==> src/rtl/errmute_pkg.sv <==
package errmute_pkg;

    localparam int unsigned CODE_W             = 2;
    localparam int unsigned N_CODES            = 1 << CODE_W;
    localparam int unsigned DEF_BASE_FRAMES    = 128;
    localparam int unsigned DEF_ERRS_PER_FRAME = 32;

    typedef logic [CODE_W-1:0] code_t;

    typedef struct packed {
        code_t win;
        code_t thr;
    } mute_cfg_t;

    localparam mute_cfg_t CFG_RESET = '{win: 2'b01, thr: 2'b01};

    typedef enum logic {
        ST_OPEN  = 1'b0,
        ST_MUTED = 1'b1
    } mute_state_t;

    // Bits needed to count the frames of the longest window.
    function automatic int unsigned frame_cnt_w(input int unsigned base);
        return $clog2(base << (N_CODES - 1));
    endfunction

    // Bits for the flag tally: largest window count plus one bit of headroom.
    function automatic int unsigned tally_w(input int unsigned base,
                                            input int unsigned per_frame);
        return $clog2(per_frame * (base << (N_CODES - 1))) + 1;
    endfunction

    // Right shift that turns the largest count into the mute limit.
    function automatic logic [4:0] limit_shift(input code_t thr);
        return 5'(thr) + 5'd1;
    endfunction

endpackage

==> src/rtl/emute_cfg_hold.sv <==
module emute_cfg_hold
    import errmute_pkg::*;
(
    input  logic      clk_i,
    input  logic      rst_i,
    input  logic      en_i,
    input  logic      win_end_i,
    input  code_t     win_code_i,
    input  code_t     thr_code_i,
    output mute_cfg_t cfg_o
);

    mute_cfg_t cfg_q;

    // Settings move only at a boundary, or continuously while disabled.
    always_ff @(posedge clk_i) begin
        if (rst_i) begin
            cfg_q <= CFG_RESET;
        end else if (!en_i || win_end_i) begin
            cfg_q <= '{win: win_code_i, thr: thr_code_i};
        end
    end

    assign cfg_o = cfg_q;

endmodule

==> src/rtl/emute_frame_win.sv <==
module emute_frame_win
    import errmute_pkg::*;
#(
    parameter int unsigned BASE_FRAMES = DEF_BASE_FRAMES,
    parameter int unsigned FCNT_W      = frame_cnt_w(DEF_BASE_FRAMES)
) (
    input  logic  clk_i,
    input  logic  rst_i,
    input  logic  en_i,
    input  logic  frame_i,
    input  code_t win_i,
    output logic  win_end_o
);

    logic [FCNT_W-1:0] last_tab [N_CODES];
    logic [FCNT_W-1:0] cnt_q;

    // Index of the final frame of each window length.
    for (genvar g = 0; g < N_CODES; g++) begin : g_last
        assign last_tab[g] = FCNT_W'((BASE_FRAMES << g) - 1);
    end

    assign win_end_o = en_i && frame_i && (cnt_q == last_tab[win_i]);

    always_ff @(posedge clk_i) begin
        if (rst_i || !en_i) begin
            cnt_q <= '0;
        end else if (win_end_o) begin
            cnt_q <= '0;
        end else if (frame_i) begin
            cnt_q <= cnt_q + FCNT_W'(1);
        end
    end

endmodule

==> src/rtl/emute_err_acc.sv <==
module emute_err_acc #(
    parameter int unsigned TALLY_W = 16
) (
    input  logic               clk_i,
    input  logic               rst_i,
    input  logic               en_i,
    input  logic               err_i,
    input  logic               win_end_i,
    output logic [TALLY_W-1:0] tally_o,
    output logic [TALLY_W-1:0] cnt_o
);

    logic [TALLY_W-1:0] cnt_q;
    logic               at_top;

    assign at_top  = &cnt_q;
    // Tally including a flag in this cycle, saturated at all ones.
    assign tally_o = (err_i && !at_top) ? cnt_q + TALLY_W'(1) : cnt_q;
    assign cnt_o   = cnt_q;

    always_ff @(posedge clk_i) begin
        if (rst_i || !en_i || win_end_i) begin
            cnt_q <= '0;
        end else begin
            cnt_q <= tally_o;
        end
    end

endmodule

==> src/rtl/emute_verdict.sv <==
module emute_verdict
    import errmute_pkg::*;
#(
    parameter int unsigned BASE_FRAMES   = DEF_BASE_FRAMES,
    parameter int unsigned ERRS_PER_FRAME = DEF_ERRS_PER_FRAME,
    parameter int unsigned TALLY_W       = 16
) (
    input  logic               clk_i,
    input  logic               rst_i,
    input  logic               en_i,
    input  logic               win_end_i,
    input  mute_cfg_t          cfg_i,
    input  logic [TALLY_W-1:0] tally_i,
    output logic               mute_o
);

    logic [TALLY_W-1:0] full_tab [N_CODES];
    logic [TALLY_W-1:0] mute_lim;
    logic [TALLY_W-1:0] rel_lim;
    mute_state_t        state_q;
    mute_state_t        state_d;

    // Largest count each window length can hold.
    for (genvar g = 0; g < N_CODES; g++) begin : g_full
        assign full_tab[g] = TALLY_W'(ERRS_PER_FRAME * (BASE_FRAMES << g));
    end

    assign mute_lim = full_tab[cfg_i.win] >> limit_shift(cfg_i.thr);
    assign rel_lim  = mute_lim >> 1;

    always_comb begin
        state_d = state_q;
        if (win_end_i) begin
            unique case (state_q)
                ST_OPEN:  if (tally_i > mute_lim) state_d = ST_MUTED;
                ST_MUTED: if (tally_i < rel_lim)  state_d = ST_OPEN;
                default:  state_d = ST_OPEN;
            endcase
        end
    end

    always_ff @(posedge clk_i) begin
        if (rst_i || !en_i) begin
            state_q <= ST_OPEN;
        end else begin
            state_q <= state_d;
        end
    end

    assign mute_o = (state_q == ST_MUTED);

endmodule

==> src/rtl/err_rate_mute.sv <==
module err_rate_mute
    import errmute_pkg::*;
#(
    parameter int unsigned BASE_FRAMES    = DEF_BASE_FRAMES,
    parameter int unsigned ERRS_PER_FRAME = DEF_ERRS_PER_FRAME
) (
    input  logic       clk_i,
    input  logic       rst_i,
    input  logic       en_i,
    input  logic       frame_i,
    input  logic       dbl_err_i,
    input  logic [1:0] win_code_i,
    input  logic [1:0] thr_code_i,
    output logic       mute_o
);

    localparam int unsigned FCNT_W  = frame_cnt_w(BASE_FRAMES);
    localparam int unsigned TALLY_W = tally_w(BASE_FRAMES, ERRS_PER_FRAME);

    mute_cfg_t          cfg_act;
    logic               win_end;
    logic [TALLY_W-1:0] tally;
    logic [TALLY_W-1:0] acc_cnt;

    emute_cfg_hold u_cfg (
        .clk_i      (clk_i),
        .rst_i      (rst_i),
        .en_i       (en_i),
        .win_end_i  (win_end),
        .win_code_i (win_code_i),
        .thr_code_i (thr_code_i),
        .cfg_o      (cfg_act)
    );

    emute_frame_win #(
        .BASE_FRAMES (BASE_FRAMES),
        .FCNT_W      (FCNT_W)
    ) u_win (
        .clk_i     (clk_i),
        .rst_i     (rst_i),
        .en_i      (en_i),
        .frame_i   (frame_i),
        .win_i     (cfg_act.win),
        .win_end_o (win_end)
    );

    emute_err_acc #(
        .TALLY_W (TALLY_W)
    ) u_acc (
        .clk_i     (clk_i),
        .rst_i     (rst_i),
        .en_i      (en_i),
        .err_i     (dbl_err_i),
        .win_end_i (win_end),
        .tally_o   (tally),
        .cnt_o     (acc_cnt)
    );

    emute_verdict #(
        .BASE_FRAMES    (BASE_FRAMES),
        .ERRS_PER_FRAME (ERRS_PER_FRAME),
        .TALLY_W        (TALLY_W)
    ) u_verdict (
        .clk_i     (clk_i),
        .rst_i     (rst_i),
        .en_i      (en_i),
        .win_end_i (win_end),
        .cfg_i     (cfg_act),
        .tally_i   (tally),
        .mute_o    (mute_o)
    );

endmodule

==> config.mk <==
export PLATFORM = sky130hd
export DESIGN_NAME = err_rate_mute
export DESIGN_NICKNAME = d
export VERILOG_FILES = /design/src/rtl/errmute_pkg.sv /design/src/rtl/emute_cfg_hold.sv /design/src/rtl/emute_frame_win.sv /design/src/rtl/emute_err_acc.sv /design/src/rtl/emute_verdict.sv /design/src/rtl/err_rate_mute.sv
export SDC_FILE = /design/constraint.sdc
export NUM_CORES = 1
export LEC_CHECK = 0
export BUFFER_PORTS_ARGS = -buffer_cell sky130_fd_sc_hd__buf_2
export CAP_MARGIN = 10
export CORE_MARGIN = 3
export CORE_UTILIZATION = 30
export CTS_CLUSTER_DIAMETER = 100
export DETAILED_ROUTE_END_ITERATION = 12
export GPL_ROUTABILITY_DRIVEN = 0
export PLACE_DENSITY = 0.48
export SYNTH_ARGS = -nofsm -noshare
export SYNTH_HDL_FRONTEND = slang
export SYNTH_SLANG_ARGS = --single-unit
==> constraint.sdc <==
create_clock -name clk_i -period 7.4 [get_ports clk_i]
set_input_delay 1.11 -clock clk_i [delete_from_list [all_inputs] [get_ports clk_i]]
set_output_delay 1.11 -clock clk_i [all_outputs]
set_load 0.02 [all_outputs]
; ---- Word-level counts from Yosys, hierarchy flattened
; Index checks and enable logic that the tools add are counted.
[op_classes]
n_addsub = 3
order_cmp = 3
n_eq_ne = 1
shifts = 1
muxes = 10
n_bitwise = 2
reduce_logical = 10
[op_table]
columns = cell, n
row1 = $mux W16, 3
row2 = $bmux W16 S2, 1
row3 = $bmux W10 S2, 1
row4 = $mux W10, 2
row5 = $add A16 B1 Y16 const B, 1
row6 = $gt A16 B16 Y1, 1
row7 = $lt A16 B15 Y1, 1
row8 = $reduce_and A16 Y1, 1
row9 = $shr A16 B5 Y16, 1
row10 = $add A10 B1 Y10 const B, 1
row11 = $eq A10 B10 Y1, 1
row12 = $add A2 B1 Y3 const B, 1
row13 = $ge A3 B3 Y1 const B, 1
row14 = $logic_and A1 B1 Y1, 3
row15 = $logic_or A1 B1 Y1, 3
row16 = $not A2 Y3, 1
row17 = $logic_not A1 Y1, 2
row18 = $mux W1, 2
row19 = $pmux W1 S2, 1
row20 = $reduce_or A2 Y1, 1
row21 = $not A1 Y1, 1
[word_totals]
ff_bits = 31
in_bits = 9
output_inout_bits = 1
word_cells = 35

; ---- Depth between registers and ports, before layout
; Gate-level depths: netlist of run 1.
[logic_depth]
ltp_word = 8
depth_mapped = 13
ltp_nobuf = 13

; ---- Hierarchy
; From an unflattened synthesis of run 1, not the netlist that was laid out.
[unflattened]
hier_cells = 255
area_unflattened_um2 = 2230.9
[modules_own_cells]
columns = module, n_inst, cells_per_inst, area_each_um2, seq_area_each_um2
row1 = emute_err_acc, 1, 121, 984.7, 320.3
row2 = emute_frame_win, 1, 57, 569.3, 200.2
row3 = emute_verdict, 1, 60, 503.0, 20.0
row4 = emute_cfg_hold, 1, 17, 173.9, 80.1

; ---- Worst setup path after synthesis of run 1
; OpenSTA, ideal clock, no wires.
[synth_timing]
kind = input to register
from = input dbl_err_i
to = register u_verdict.state_q, in the netlist u_verdict.mute_o
setup_time_ps = 133
arrival_time_ps = 3366
t_required_ps = 7267
slack_ps = 3900
path_stages = 11
path_buffers = 1
cell_sequence = clkbuf_1 and3_1 nand2_1 nor4b_1 xor2_1 ha_1 and4_1 a21oi_1 nand4_1 o41ai_1 o22ai_1
[synth_between]
elab_chain_cells = 5
word_cells_on_any_way = 7
classes_between = order compare: 2 / mux: 4 / reduce/logical: 1
[synth_lines]
columns = item, line
row1 = start: declaration, err_rate_mute.sv:11  ; input logic dbl_err_i,
row2 = $logic_and A1 B1 Y1 (*), emute_err_acc.sv:18  ; assign tally_o = (err_i && !at_top) ? cnt_q + TALLY_W'(1) : cnt_q;
row3 = $mux W16 (*), emute_err_acc.sv:18
row4 = named net tally[13], err_rate_mute.sv:22  ; logic [TALLY_W-1:0] tally;
row5 = $lt A16 B15 Y1 or $gt A16 B16 Y1 (tied branches), "emute_verdict.sv:36, emute_verdict.sv:35"
row6 = "$mux W1, on equally long branches", "emute_verdict.sv:36, emute_verdict.sv:35"
row7 = $pmux W1 S2 (*), emute_verdict.sv:34  ; unique case (state_q)
row8 = end signal: assignment, emute_verdict.sv:46  ; state_q <= state_d;
row9 = end: declaration, emute_verdict.sv:20  ; mute_state_t state_q;
; Mark *: on every way through the listed nets, which the timed path passes. The rest lies on a longest branch.
; A chain may end at the register's enable or synchronous reset.

; ---- Final worst setup path of run 1
[layout_timing]
from = register u_acc.cnt_q[0], in the netlist u_acc.cnt_o[0]
to = register u_verdict.state_q, in the netlist u_verdict.mute_o
[layout_between]
elab_chain_cells = 7
word_cells_on_any_way = 10
classes_between = add/sub: 1 / order compare: 2 / mux: 4 / reduce/logical: 3
[layout_lines]
columns = item, line
row1 = start: declaration, emute_err_acc.sv:13  ; logic [TALLY_W-1:0] cnt_q;
row2 = start signal: assignment, emute_err_acc.sv:25  ; cnt_q <= tally_o;
row3 = branches (longest 3 deep; another with $add A16 B1 Y16), --
row4 = $mux W16 (*), emute_err_acc.sv:18
row5 = named net tally[11], err_rate_mute.sv:22
row6 = $lt A16 B15 Y1 or $gt A16 B16 Y1 (tied branches), "emute_verdict.sv:36, emute_verdict.sv:35"
row7 = "$mux W1, on equally long branches", "emute_verdict.sv:36, emute_verdict.sv:35"
row8 = $pmux W1 S2 (*), emute_verdict.sv:34
; Mark *: on every way through the listed nets, which the timed path passes.

==> impl.org, run 1 <==
** Status
- Run status :: completed

** Logic synthesis
- The share of the Yosys chip area taken by registers is 0.3008.
- In the synthesized netlist, the cells that appear most often are 31 x dfxtp_1, 29 x nor2_1, 26 x nand2_1.
- A synthesized cell averages 8.319 µm².
- Ranked by total cell area, the synthesized netlist is headed by dfxtp_1 30%, ha_1 9.1%, xnor2_1 5.5%.
- The synthesized netlist occupies a cell area of 0.002063 mm².
- YS warnings :: 0
- Primary FF master, synth :: dfxtp_1
- Synth Instances :: 248
- Count of flip-flops with a built-in enable after synthesis :: 0
- The synthesized design contains 31 register bits.
- Of all flip-flops after synthesis, the portion carrying an async set or reset was 0.
- Synthesized netlist net count :: 272
- Of the post-synthesis cell area, the dominant cell type holds 0.3008.
- Most repeated cell in the gate-level netlist after synthesis :: dfxtp_1
- Synthesis instantiated 47 different standard cells from the library.
- The synthesized design spends more area on one cell type than any other, namely dfxtp_1.

** STA
- Worst Max-Slew Pin Slew :: 0.9129 ns
- Number of endpoints failing setup at the final stage :: 0
- Of the available clock period, the critical path in the final layout requires 0.4763.
- Final critical path time including I/O delays and setup :: 3.525 ns
- The clock arrives with 0.008173 ns of skew.
- Hold WS :: 0.4803 ns
- Total negative slack for setup checks :: 0 ns
- Count of final max-slew check failures :: 0
- Achievable frequency :: 0.2837 GHz
- Setup repair after global routing missed its margin :: no
- The hold violation count in the final report was 0.
- Relative max-transition margin :: 0.3914

** Critical path
- Required time of the worst setup path :: 7.56 ns
- Type of destination of the critical path :: flip-flop
- Top delay family on crit path :: simple AND/OR/NAND/NOR gates
- For flop-to-flop paths, the worst setup slack is 3.88 ns.
- Among all stages on the critical path, the largest delay is contributed by dfxtp_1.
- End of the worst register-to-register path :: u_verdict.mute_o
- Number of cells on the worst reg-to-reg path :: 12
- Crit Path Max Fanout :: 7
- Kind of start point of the critical path :: flip-flop
- Reg-to-Reg Start :: u_acc.cnt_o[0]
- Number of buffer and inverter instances along the worst setup path :: 0
- Data on the critical path arrives at its endpoint at 3.68 ns.
- By startpoint and endpoint, the worst setup path is classified as flip-flop to flip-flop.
- For this run, the slowest stage of the critical path takes 0.50 ns.
- Critical Path, Cell by Cell :: ha_1, nand4_1, or4_4, nand2_1, nor4_1, xor2_1, ha_1, and4_1, a21oi_1, nand4_1, o41ai_1, o22ai_1

** Power and ir drop
- Part of the power in registers :: 0.514
- Switching fraction of total power :: 0.2598
- Switching power summed over all nets :: 0.08697 mW
- Cell internal power dissipation :: 0.2477 mW
- VDD sags by at most 0.00006362 V.
- Of the total power, combinational logic draws 0.095.
- Pwr Density :: 150.6 mW/mm²
- Summed over all cells, the static leakage comes to 0.7925 nW.
- Of the total power, the clock network draws 0.391.

** Route
- The first detailed-routing pass took 4 iterations.
- Post-detailed-route via-to-cell ratio :: 5.252
- Vias :: 1,728
- Total wire length :: 4.344 mm
- In the routed design, unresolved DRC markers number 0.
- Dividing the detail-routed wire length by the instance count gives 13.20 µm.
- Antenna viol nets, final :: 0
- Drt first-iter violations :: 49

** Finish
- In the final design database the tool counted 275 nets.
- Of the cells placed in the final design, the portion with a size suffix greater than 1 is 0.09524.
- The repair_antennas step left the layout with diodes totalling 0.
- Compared with the post-synthesis result, the final layout area differs by 7.702%.

** Global routing
- In the global route stage, overall resource usage came out at 0.1212.
- Initial antenna violation count :: 0
- Entering global routing, the biggest net connects 26 pins.
- Aggregate global routing overflow :: 0
- Global-route wire length before repair :: 7.583 mm
- The via count of the first global-routing pass is 1,598.

** Clock tree
- CTS placed an instance of clkbuf_8 at the clock tree root.
- Counting every sink on the clock net gives 31.
- Number of buffers inserted by hold repair at cts :: 0
- The number of setup buffers added after CTS is 0.
- In this run, CTS created clock tree buffers numbering 5.
- Clock-pin slew on the worst setup and hold paths :: 0.07 ns
- The H-tree was split into 2 levels.
- No sink is reached through more buffers than the 2 on the longest clock path.
- The later pin in the worst-skew pair is clocked with a latency of 0.28 ns.
- TritonCTS built the clock tree.
- Post-CTS repair changed the size of 0 cells.

** Die
- Starting Density :: 0.3177
- Top-Level Pins :: 10
- Width of the die :: 88.93 µm
- Core Rows :: 29
- Die Footprint :: 0.007909 mm²
- The total area inside the core boundary comes to 0.006495 mm².
- Die Ht :: 88.93 µm

** Min path
- The tightest min-delay check is of the flip-flop to flip-flop type.
- The path with the worst hold slack has its endpoint at u_cfg.cfg_o[1].
- Cell depth of the worst hold path :: 2
- Hold path startpoint :: u_cfg.cfg_o[1]

** Placement
- Input and output buffers added on the ports amount to 9.
- The wire-length estimate of the detail-placed layout is 3.321 mm.

** Run
- The tool flagged a number of max-cap violations equal to 0.
-- per-layer routing --
metal / wire (µm) / GRT usage / up-vias / share of wire
li1: - / - / 902 / -
met1: 2290 / 0.1727 / 805 / 0.53
met2: 1888 / 0.1802 / 17 / 0.43
met3: 114 / 0.03318 / 4 / 0.026
met4: 51 / 0.03248 / 0 / 0.012
met5: 0 / 0 / - / 0
-- sequential cells by signal, summed over array words and instances (netlist names) --
signal / flops
u_acc.cnt_o: 16
u_cfg.cfg_o: 4
u_verdict.mute_o: 1
u_win.cnt_q: 10
-- worst max-delay path by stage --
stage,startpoint,to,slack [ns],depth (start not counted)
after floorplan,dbl_err_i,u_verdict.mute_o,3.90,11
after global placement,dbl_err_i,u_verdict.mute_o,3.83,11
after detailed placement,dbl_err_i,u_verdict.mute_o,3.76,11
after CTS,u_acc.cnt_o[0],u_verdict.mute_o,3.89,12
after global routing,u_acc.cnt_o[0],u_verdict.mute_o,3.60,12
final,u_acc.cnt_o[0],u_verdict.mute_o,3.88,12
-- worst reg2reg max path: cells and delay by family (launching register included) --
kind / cells / cell delay, ns
flip-flops: 1 / 0.50
adder cells (fa/ha/maj): 2 / 0.65
AND/OR/NAND/NOR: 6 / 1.30
XOR/XNOR: 1 / 0.28
AO/OA/AOI/OAI: 3 / 0.69
-- kinds of logic (layout without fill, tap and decap cells) --
logic type / after synthesis / in the layout / share of synthesized area
buffers and inverters: 13 / 17 / 0.03274
muxes: 3 / 3 / 0.01516
AOI/OAI and AO/OA: 32 / 32 / 0.1073
DFF: 31 / 31 / 0.3008
xor gates and xnor gates: 23 / 23 / 0.09763
adders and majority gates: 15 / 15 / 0.09096
and+or+nand+nor: 131 / 131 / 0.3554
-- stage by stage --
stage / power, mW / cell area [µm²] / util / std cells / worst slack, ns
after floorplan: 0.2005 / 2063 / - / 248 / 3.900
after global placement: 0.2082 / 2137 / 0.3290 / 321 / 3.831
after detailed placement: 0.2079 / 2137 / 0.3290 / 321 / 3.765
after CTS: 0.3413 / 2222 / 0.3421 / 329 / 3.893
after global routing: 0.3530 / 2222 / 0.3421 / 329 / 3.603
final: 0.3347 / 2222 / 0.3421 / 329 / 3.875
-- layout make-up --
cell class	count	area [µm²]
Fill cell	685	4273
Clock buffer	6	72.57
Multi-Input combinational cell	204	1375
Clock inverter	2	12.51
Timing Repair Buffer	9	45.04
Sequential cell	31	620.6
Tap cell	77	96.34
-- power groups by stage --
stage / clock network (mW) / registers, mW / logic, mW
finish: 0.131 / 0.172 / 0.0319
global route: 0.144 / 0.172 / 0.0364
CTS: 0.137 / 0.172 / 0.0323
detailed placement: 0 / 0.176 / 0.0321
global placement: 0 / 0.176 / 0.0325
floorplan: 0 / 0.175 / 0.0260
-- layout by cell type, fill, tap and decap left out, drive strengths merged, types with 9 or more instances in the layout --
master and instances:
nand2 26, dfxtp 31, xor2 10, nor2 29
nand3 16, buf 9, ha 15, nand4 15
a21oi 11, nor2b 11, xnor2 13
Note: power is estimated with default switching activity, not from simulation.
==> run 2, diff against run 1 <==
==> constraint.sdc (replaced) <==
create_clock -name clk_i -period 3.3 [get_ports clk_i]
set_input_delay 0.495 -clock clk_i [delete_from_list [all_inputs] [get_ports clk_i]]
set_output_delay 0.495 -clock clk_i [all_outputs]
set_load 0.02 [all_outputs]
==> run 2 against run 1 <==
Count of clock-buffer cells in the layout is the same. Flip-flop and latch count is the same. Global-route usage increased by 1.7 points. Via count is 6.2% higher. Worst hold slack got worse by 0.061 ns. Sequential power rose by 120%. Clock power increased to 3.4 times the previous value. Non-clock buffer count rose by 21.
==> impl.org, run 2 (synthesized netlist as in run 1, its figures left out) <==
** Status
- Run status :: completed

** Finish
- The share of layout cells above drive strength 1 is 0.1722 (+0.07692).
- The design area is 0.002437 mm² (+9.7%).
- The library cell used most frequently in the layout, excluding fill and tap cells, is dfxtp_1.
- The fill cell instance count of the final layout came to 676 (-1.3%).
- Largest register FFs :: 16 (unchanged)
- ANT cells :: 0 (unchanged)
- Commonest cells after routing, fill and taps aside :: 30 x dfxtp_1, 29 x nor2_1, 26 x nand2_1, 21 x buf_4, 16 x nand3_1
- From synthesis to final layout, the design area changed by 18.13%.
- Final layout net count :: 296 (+7.6%)

** Min path
- The tightest min-delay check is of the input pin to flip-flop type.

** Die
- Top-Level Pins :: 10 (unchanged)
- Core Rows :: 29 (unchanged)
- Die Footprint :: 0.007909 mm² (unchanged)
- Die Ht :: 88.93 µm (unchanged)
- The starting density of the core came to 0.3177 (unchanged).
- Width of the die :: 88.93 µm (unchanged)
- Placeable Area :: 0.006495 mm² (unchanged)

** Global routing
- The number of antenna violations at the first check in global routing was 0 (unchanged).
- Via count of the first global-routing pass :: 1,773 (+11%)
- Pin count of the biggest net entering global routing :: 26 (unchanged)
- Global-route wire length before repair :: 8.452 mm (+11%)
- The total track usage is 0.1382 (+0.01701).
- The remaining global-route overflow is 0 (unchanged).

** Route
- Post-detailed-route via-to-cell ratio :: 5.243 (-0.18%)
- The via total after detailed routing was 1,835 (+6.2%).
- The length of routed wiring on met1 was 2.501 mm (+9.2%).
- Routed length on met3 :: 143 µm (+25%)
- In this run the top signal layer used is met4.
- Iteration count of the initial detailed-routing pass :: 4 (unchanged)
- Total met2 wirelength after detailed routing :: 2.089 mm (+11%)
- Drt first-iter violations :: 104 (+110%)
- # DRC :: 0 (unchanged)
- The post-detailed-route count of antenna-violating nets was 0 (unchanged).
- Total wire length :: 4.825 mm (+11%)
- Post-DR wirelength/cell :: 13.79 µm (+4.4%)

** Critical path
- Kind of start point of the critical path :: flip-flop
- Traced cell by cell, the critical path runs through nand4_1, or4_4, nand2_1, nor4_1, xor2_1, ha_1, and4_1, a21oi_1, nand4_1, o41ai_1, o22ai_1.
- Among the stages of the critical path, the cell type that occurs most often is nand4_1.
- The worst setup path is captured at a flip-flop.
- Worst Path Class, Setup :: flip-flop to flip-flop
- Slowest cell on the critical path :: or4_4
- The peak per-stage delay on the critical path was 0.55 ns (+0.05 ns).
- Crit Path Max Fanout :: 5 (-2)
- The required time reported for the critical path endpoint came to 3.46 ns (-4.10 ns).
- Signal arrival time at the worst endpoint :: 3.14 ns (-0.54 ns)

** STA
- The maximum achievable frequency is 0.3350 GHz (+18%).
- Number of endpoints failing setup at the final stage :: 0 (unchanged)
- The total negative slack came to 0 ns (unchanged).
- Part of the cycle the worst path needs :: 0.9046 (+0.4282)
- Worst Skew :: 0.003947 ns (-0.004226 ns)
- Count of final max-slew check failures :: 0 (unchanged)
- Relative max-transition margin :: 0.6845 (+0.2931)
- Setup repair after global routing missed its margin :: no
- Final critical path time including I/O delays and setup :: 2.985 ns (-0.5398 ns)
- Worst Max-Slew Pin Slew :: 0.4723 ns (-0.4405 ns)
- Fin. Hold Viols :: 0 (unchanged)

** Clock tree
- Clk Tree Root Cell :: clkbuf_8
- # H-tree levels :: 2 (unchanged)
- CTS max path bufs :: 2 (unchanged)
- Number of clock sinks seen by CTS :: 31 (unchanged)
- The clock input transition at the sequential cells of the worst setup and hold paths is 0.07 ns (about the same).
- Number of buffers inserted to repair setup after CTS :: 0 (unchanged)
- The CTS buffer count came to 5 (unchanged).
- Clock tree from TritonCTS :: yes
- The clock network latency to the later pin of the worst-skew pair came to 0.28 ns (about the same).

** Placement
- The post-place instance area is 0.002295 mm² (+7.4%).
- The HPWL reported at the end of detailed placement was 3.791 mm (+14%).
- The count of input and output buffers is 9 (unchanged).

** Power and ir drop
- The total leakage power came to 0.9324 nW (+18%).
- Pwr Density :: 375.4 mW/mm² (+150%)
- The worst vdd rail ir drop came to 0.0001376 V (+120%).

** Run
- Max-cap violations :: 0 (unchanged)
[run 2: cell types whose count changed in the layout (fill, tap and decap cells not counted), sizes merged]
| cell | change |
|---|---|
| buf | +21 |
| bufinv | +2 |
| clkinv | -1 |
| clkinvlp | -1 |
[run 2: worst max-delay path, delay by kind of cell (launching register included)]
kind / cells / cell delay, ns
flip-flops: 1 / 0.43
AO/OA/AOI/OAI: 3 / 0.65
AND/OR/NAND/NOR: 6 / 1.20
adder cells (fa/ha/maj): 1 / 0.28
XOR/XNOR: 1 / 0.29
[run 2: timing repair]
item,CTS,global route
hold buffers,0,0
resized for setup,0,4
endpoints found under the setup margin,0,1
[run 2: layer usage]
| layer | vias up | track usage |
|---|---|---|
| li1 | 948 | - |
| met1 | 852 | 0.1998 |
| met2 | 26 | 0.2038 |
| met3 | 9 | 0.03134 |
| met4 | 0 | 0.04330 |
| met5 | - | 0 |
[run 2: cell type report]
class | instances | area [µm²] | area share
repair buffers | 30 | 202.7 | 0.08316
well taps | 77 | 96.34 | 0.03953
clock inverters | 2 | 60.06 | 0.02464
flip-flops and latches | 31 | 621.8 | 0.2551
clock buffers | 6 | 72.57 | 0.02977
multi-input cells | 204 | 1384 | 0.5678
[run 2: stage by stage]
step                total power, mW  utilization  setup WS [ns]  instances  hold slack (ns)
floorplan                    0.4497            -         0.2932        248           0.4462
global placement             0.4715       0.3533         0.1971        342           0.4715
detailed placement           0.4725       0.3533         0.2426        342           0.4695
CTS                          0.9324       0.3737         0.2048        350           0.4063
global route                 0.9572       0.3753        0.03005        350           0.4089
finish                       0.9150       0.3753         0.3149        350           0.4192
[run 2: power by group]
group          total [mW]  internal [mW]  switching, mW
Combinational      0.0809         0.0331         0.0478
Clock               0.450          0.302          0.148
Sequential          0.384          0.379        0.00508
Total               0.915          0.714          0.201
[run 2: worst paths after layout]
path	start	slack [ns]	depth (start not counted)	endpoint
setup / recovery	u_acc.cnt_o[5]	0.31	11	u_verdict.mute_o
hold / removal	thr_code_i[0]	0.42	3	u_cfg.cfg_o[0]
setup reg to reg	u_acc.cnt_o[5]	0.31	11	u_verdict.mute_o
hold reg to reg	u_cfg.cfg_o[1]	0.47	2	u_cfg.cfg_o[1]
==> run 3, diff against run 2 <==
--- a/config.mk
+++ b/config.mk
@@ -7,6 +7,7 @@
 export LEC_CHECK = 0
 export BUFFER_PORTS_ARGS = -buffer_cell sky130_fd_sc_hd__buf_2
 export CAP_MARGIN = 10
+export CORE_ASPECT_RATIO = 2
 export CORE_MARGIN = 3
 export CORE_UTILIZATION = 30
 export CTS_CLUSTER_DIAMETER = 100
@@ -16,3 +17,4 @@
 export SYNTH_ARGS = -nofsm -noshare
 export SYNTH_HDL_FRONTEND = slang
 export SYNTH_SLANG_ARGS = --single-unit
+export TNS_END_PERCENT = 50
==> run 3 against run 2 <==
Sequential share of layout area hardly changed. Design area increased by 0.92%. Largest cell class unchanged. Flip-flop and latch count did not move. Critical endpoint unchanged. Largest power group unchanged.
==> impl.org, run 3 (synthesized netlist as in run 1, its figures left out) <==
** Die
- The area of the die was 0.007969 mm² (+0.76%).
- Starting Density :: 0.3091 (-0.008516)
- The count of pins on the block boundary came to 10 (unchanged).
- Core Rows :: 42 (+45%)
- Die Ht :: 123.3 µm (+39%)
- Width of the die :: 64.64 µm (-27%)
- Placeable Area :: 0.006674 mm² (+2.8%)

** Min path
- The tightest min-delay check is of the input pin to flip-flop type.
- Cell depth of the worst hold path :: 3 (unchanged)

** Route
- Iteration count of the initial detailed-routing pass :: 4 (unchanged)
- # DRC :: 0 (unchanged)
- Antenna viol nets, final :: 0 (unchanged)
- Total wire length :: 5.460 mm (+13%)
- The number of violations reported at the end of detailed-routing iteration 0 came to 38 (-63%).
- Post-detailed-route via-to-cell ratio :: 5.194 (-0.94%)
- The routed length per instance was 15.34 µm (+11%).
- Vias :: 1,849 (+0.76%)

** Critical path
- The required time reported for the critical path endpoint is 3.45 ns (about the same).
- Worst Path Class, Setup :: flip-flop to flip-flop
- Flop2flop setup slack :: 0.19 ns (-0.13 ns)
- End of the worst register-to-register path :: u_verdict.mute_o
- Tracing the worst setup path back leads to its startpoint at u_acc.cnt_o[0].
- Number of cells on the worst reg-to-reg path :: 13 (+2)
- Following the worst setup path forward leads to its endpoint at u_verdict.mute_o.
- Kind of start point of the critical path :: flip-flop
- The worst setup path is captured at a flip-flop.
- Reg-to-Reg Start :: u_acc.cnt_o[0]
- The maximum fanout encountered on the critical timing path is 5 (unchanged).
- The arrival time at the worst endpoint is 3.27 ns (+0.13 ns).

** Clock tree
- # H-tree levels :: 2 (unchanged)
- The buffer count from post-CTS setup fixing is 0 (unchanged).
- Number of clock sinks seen by CTS :: 31 (unchanged)
- Clk Tree Root Cell :: clkbuf_16
- Clock-pin slew on the worst setup and hold paths :: 0.06 ns (about the same)
- The deepest clock path buffer count came to 2 (unchanged).
- The clock network latency to the later pin of the worst-skew pair came to 0.28 ns (about the same).
- Number of clock buffers inserted by TritonCTS :: 5 (unchanged)
- TritonCTS built the clock tree.

** Finish
- The flip-flop count of the largest register, all copies and words added came to 16 (unchanged).
- In the layout the commonest cells are 29 x nor2_1, 26 x nand2_1, 26 x dfxtp_1, 16 x nand3_1, 16 x buf_4.
- Count of fill cells added during filler insertion :: 715 (+5.8%)
- The share of layout cells above drive strength 1 came to 0.1791 (+0.006943).
- The library cell used most frequently in the layout, excluding fill and tap cells, is nor2_1.
- ANT cells :: 0 (unchanged)
- From synthesis to final layout, the design area changed by 19.22%.
- The post-route core utilization was 0.3686 (-0.006686).
- Final layout net count :: 291 (-1.7%)

** Power and ir drop
- Part of the power in registers :: 0.381 (-0.039)
- Relative contribution of combinational cells to total power :: 0.082 (-0.006)
- The total power per unit cell area came to 409.8 mW/mm² (+9.2%).
- Switching fraction of total power :: 0.2373 (+0.01738)
- The net switching power was 0.2392 mW (+19%).
- Fraction of power consumed by the clock network :: 0.537 (+0.045)
- Maximum VDD drop :: 0.0002311 V (+68%)
- The internal cell power is 0.7688 mW (+7.7%).
- Standby leakage power :: 0.9301 nW (-0.25%)

** Status
- Run status :: completed

** STA
- Worst Skew :: 0.001885 ns (-0.002062 ns)
- Final critical path time including I/O delays and setup :: 3.115 ns (+0.1295 ns)
- Setup repair after global routing missed its margin :: no
- The hold violation count in the final report is 0 (unchanged).
- Part of the cycle the worst path needs :: 0.9438 (+0.03925)
- Achievable frequency :: 0.3211 GHz (-4.2%)
- Count of final max-slew check failures :: 0 (unchanged)
- The slew of the pin with the lowest slew margin was 0.4378 ns (-0.03448 ns).
- The total negative slack was 0 ns (unchanged).
- Number of endpoints failing setup at the final stage :: 0 (unchanged)
- Relative max-transition margin :: 0.6998 (+0.01528)

** Placement
- I/O Buffers :: 9 (unchanged)
- Post-detail-place hpwl :: 4.332 mm (+14%)

** Global routing
- Aggregate global routing overflow :: 0 (unchanged)
- The total track usage was 0.1502 (+0.01200).
- The number of antenna violations at the first check in global routing is 0 (unchanged).
- Global-route wire length before repair :: 8.894 mm (+5.2%)
- Pin count of the biggest net entering global routing :: 26 (unchanged)
- The via count of the first global-routing pass is 1,851 (+4.4%).

** Run
- Max-cap violations :: 0 (unchanged)
-- run 3: cell types whose count changed in the layout (fill, tap and decap cells not counted), moves of 4 or more --
cell and delta:
buf_4 -5, clkbuf_16 +5, clkbuf_8 -5, dfxtp_1 -4, dfxtp_2 +4
-- run 3: worst min path at each step --
stage	start	to	slack (ns)
after floorplan	u_cfg.cfg_o[1]	u_cfg.cfg_o[1]	0.45
after global placement	u_cfg.cfg_o[1]	u_cfg.cfg_o[1]	0.46
after detailed placement	u_cfg.cfg_o[1]	u_cfg.cfg_o[1]	0.47
after CTS	thr_code_i[0]	u_cfg.cfg_o[0]	0.42
after global routing	thr_code_i[0]	u_cfg.cfg_o[0]	0.45
final	thr_code_i[0]	u_cfg.cfg_o[0]	0.42
-- run 3: routing by layer --
layer	routed length, µm	global-route usage	vias up	share of wire
li1	-	-	933	-
met4	157	0.07947	0	0.029
met3	105	0.02545	12	0.019
met1	1965	0.1361	883	0.36
met5	0	0	-	0
met2	3231	0.3038	21	0.59
-- run 3: power groups by stage --
stage	registers [mW]	clock network, mW	logic [mW]
2_1_floorplan	0.391	0	0.0583
3_3_place_gp	0.392	0	0.0824
3_5_place_dp	0.393	0	0.0823
4_1_cts	0.384	0.555	0.0829
5_1_grt	0.385	0.565	0.0928
6_report	0.384	0.541	0.0827
-- run 3: stage by stage --
step | hold WS, ns | instances | setup slack [ns] | instance area (µm²) | power, mW
3_5_place_dp | 0.4661 | 348 | 0.06179 | 2271 | 0.4749
4_1_cts | 0.4182 | 356 | 0.04111 | 2440 | 1.022
3_3_place_gp | 0.4643 | 348 | 0.04521 | 2271 | 0.4748
5_1_grt | 0.4486 | 356 | 0.03046 | 2460 | 1.043
6_report | 0.4203 | 356 | 0.1854 | 2460 | 1.008
2_1_floorplan | 0.4462 | 248 | 0.2932 | 2063 | 0.4497
-- run 3: timing repair --
action	4_1_cts	5_1_grt
gates resized for setup	0	8
hold buffers	0	0
endpoints found under the setup margin	0	1
-- run 3: worst max-delay path, cell delays in order (launching register included) --
cell	delay (ns)
dfxtp_1	0.34
ha_1	0.23
buf_4	0.16
nand4_1	0.18
nor4_1	0.31
buf_4	0.18
nand3_1	0.07
o21a_1	0.15
ha_1	0.32
and4_1	0.24
a21oi_1	0.15
nand4_1	0.10
o41ai_1	0.43
o22ai_1	0.13
-- run 3: layout make-up --
type	instances	area (µm²)	area share
multi-input cells	204	1389	0.5646
flip-flops and latches	31	626.9	0.2548
well taps	88	110.1	0.04476
repair buffers	25	165.2	0.06714
clock buffers	5	125.1	0.05086
clock inverters	3	43.79	0.01780
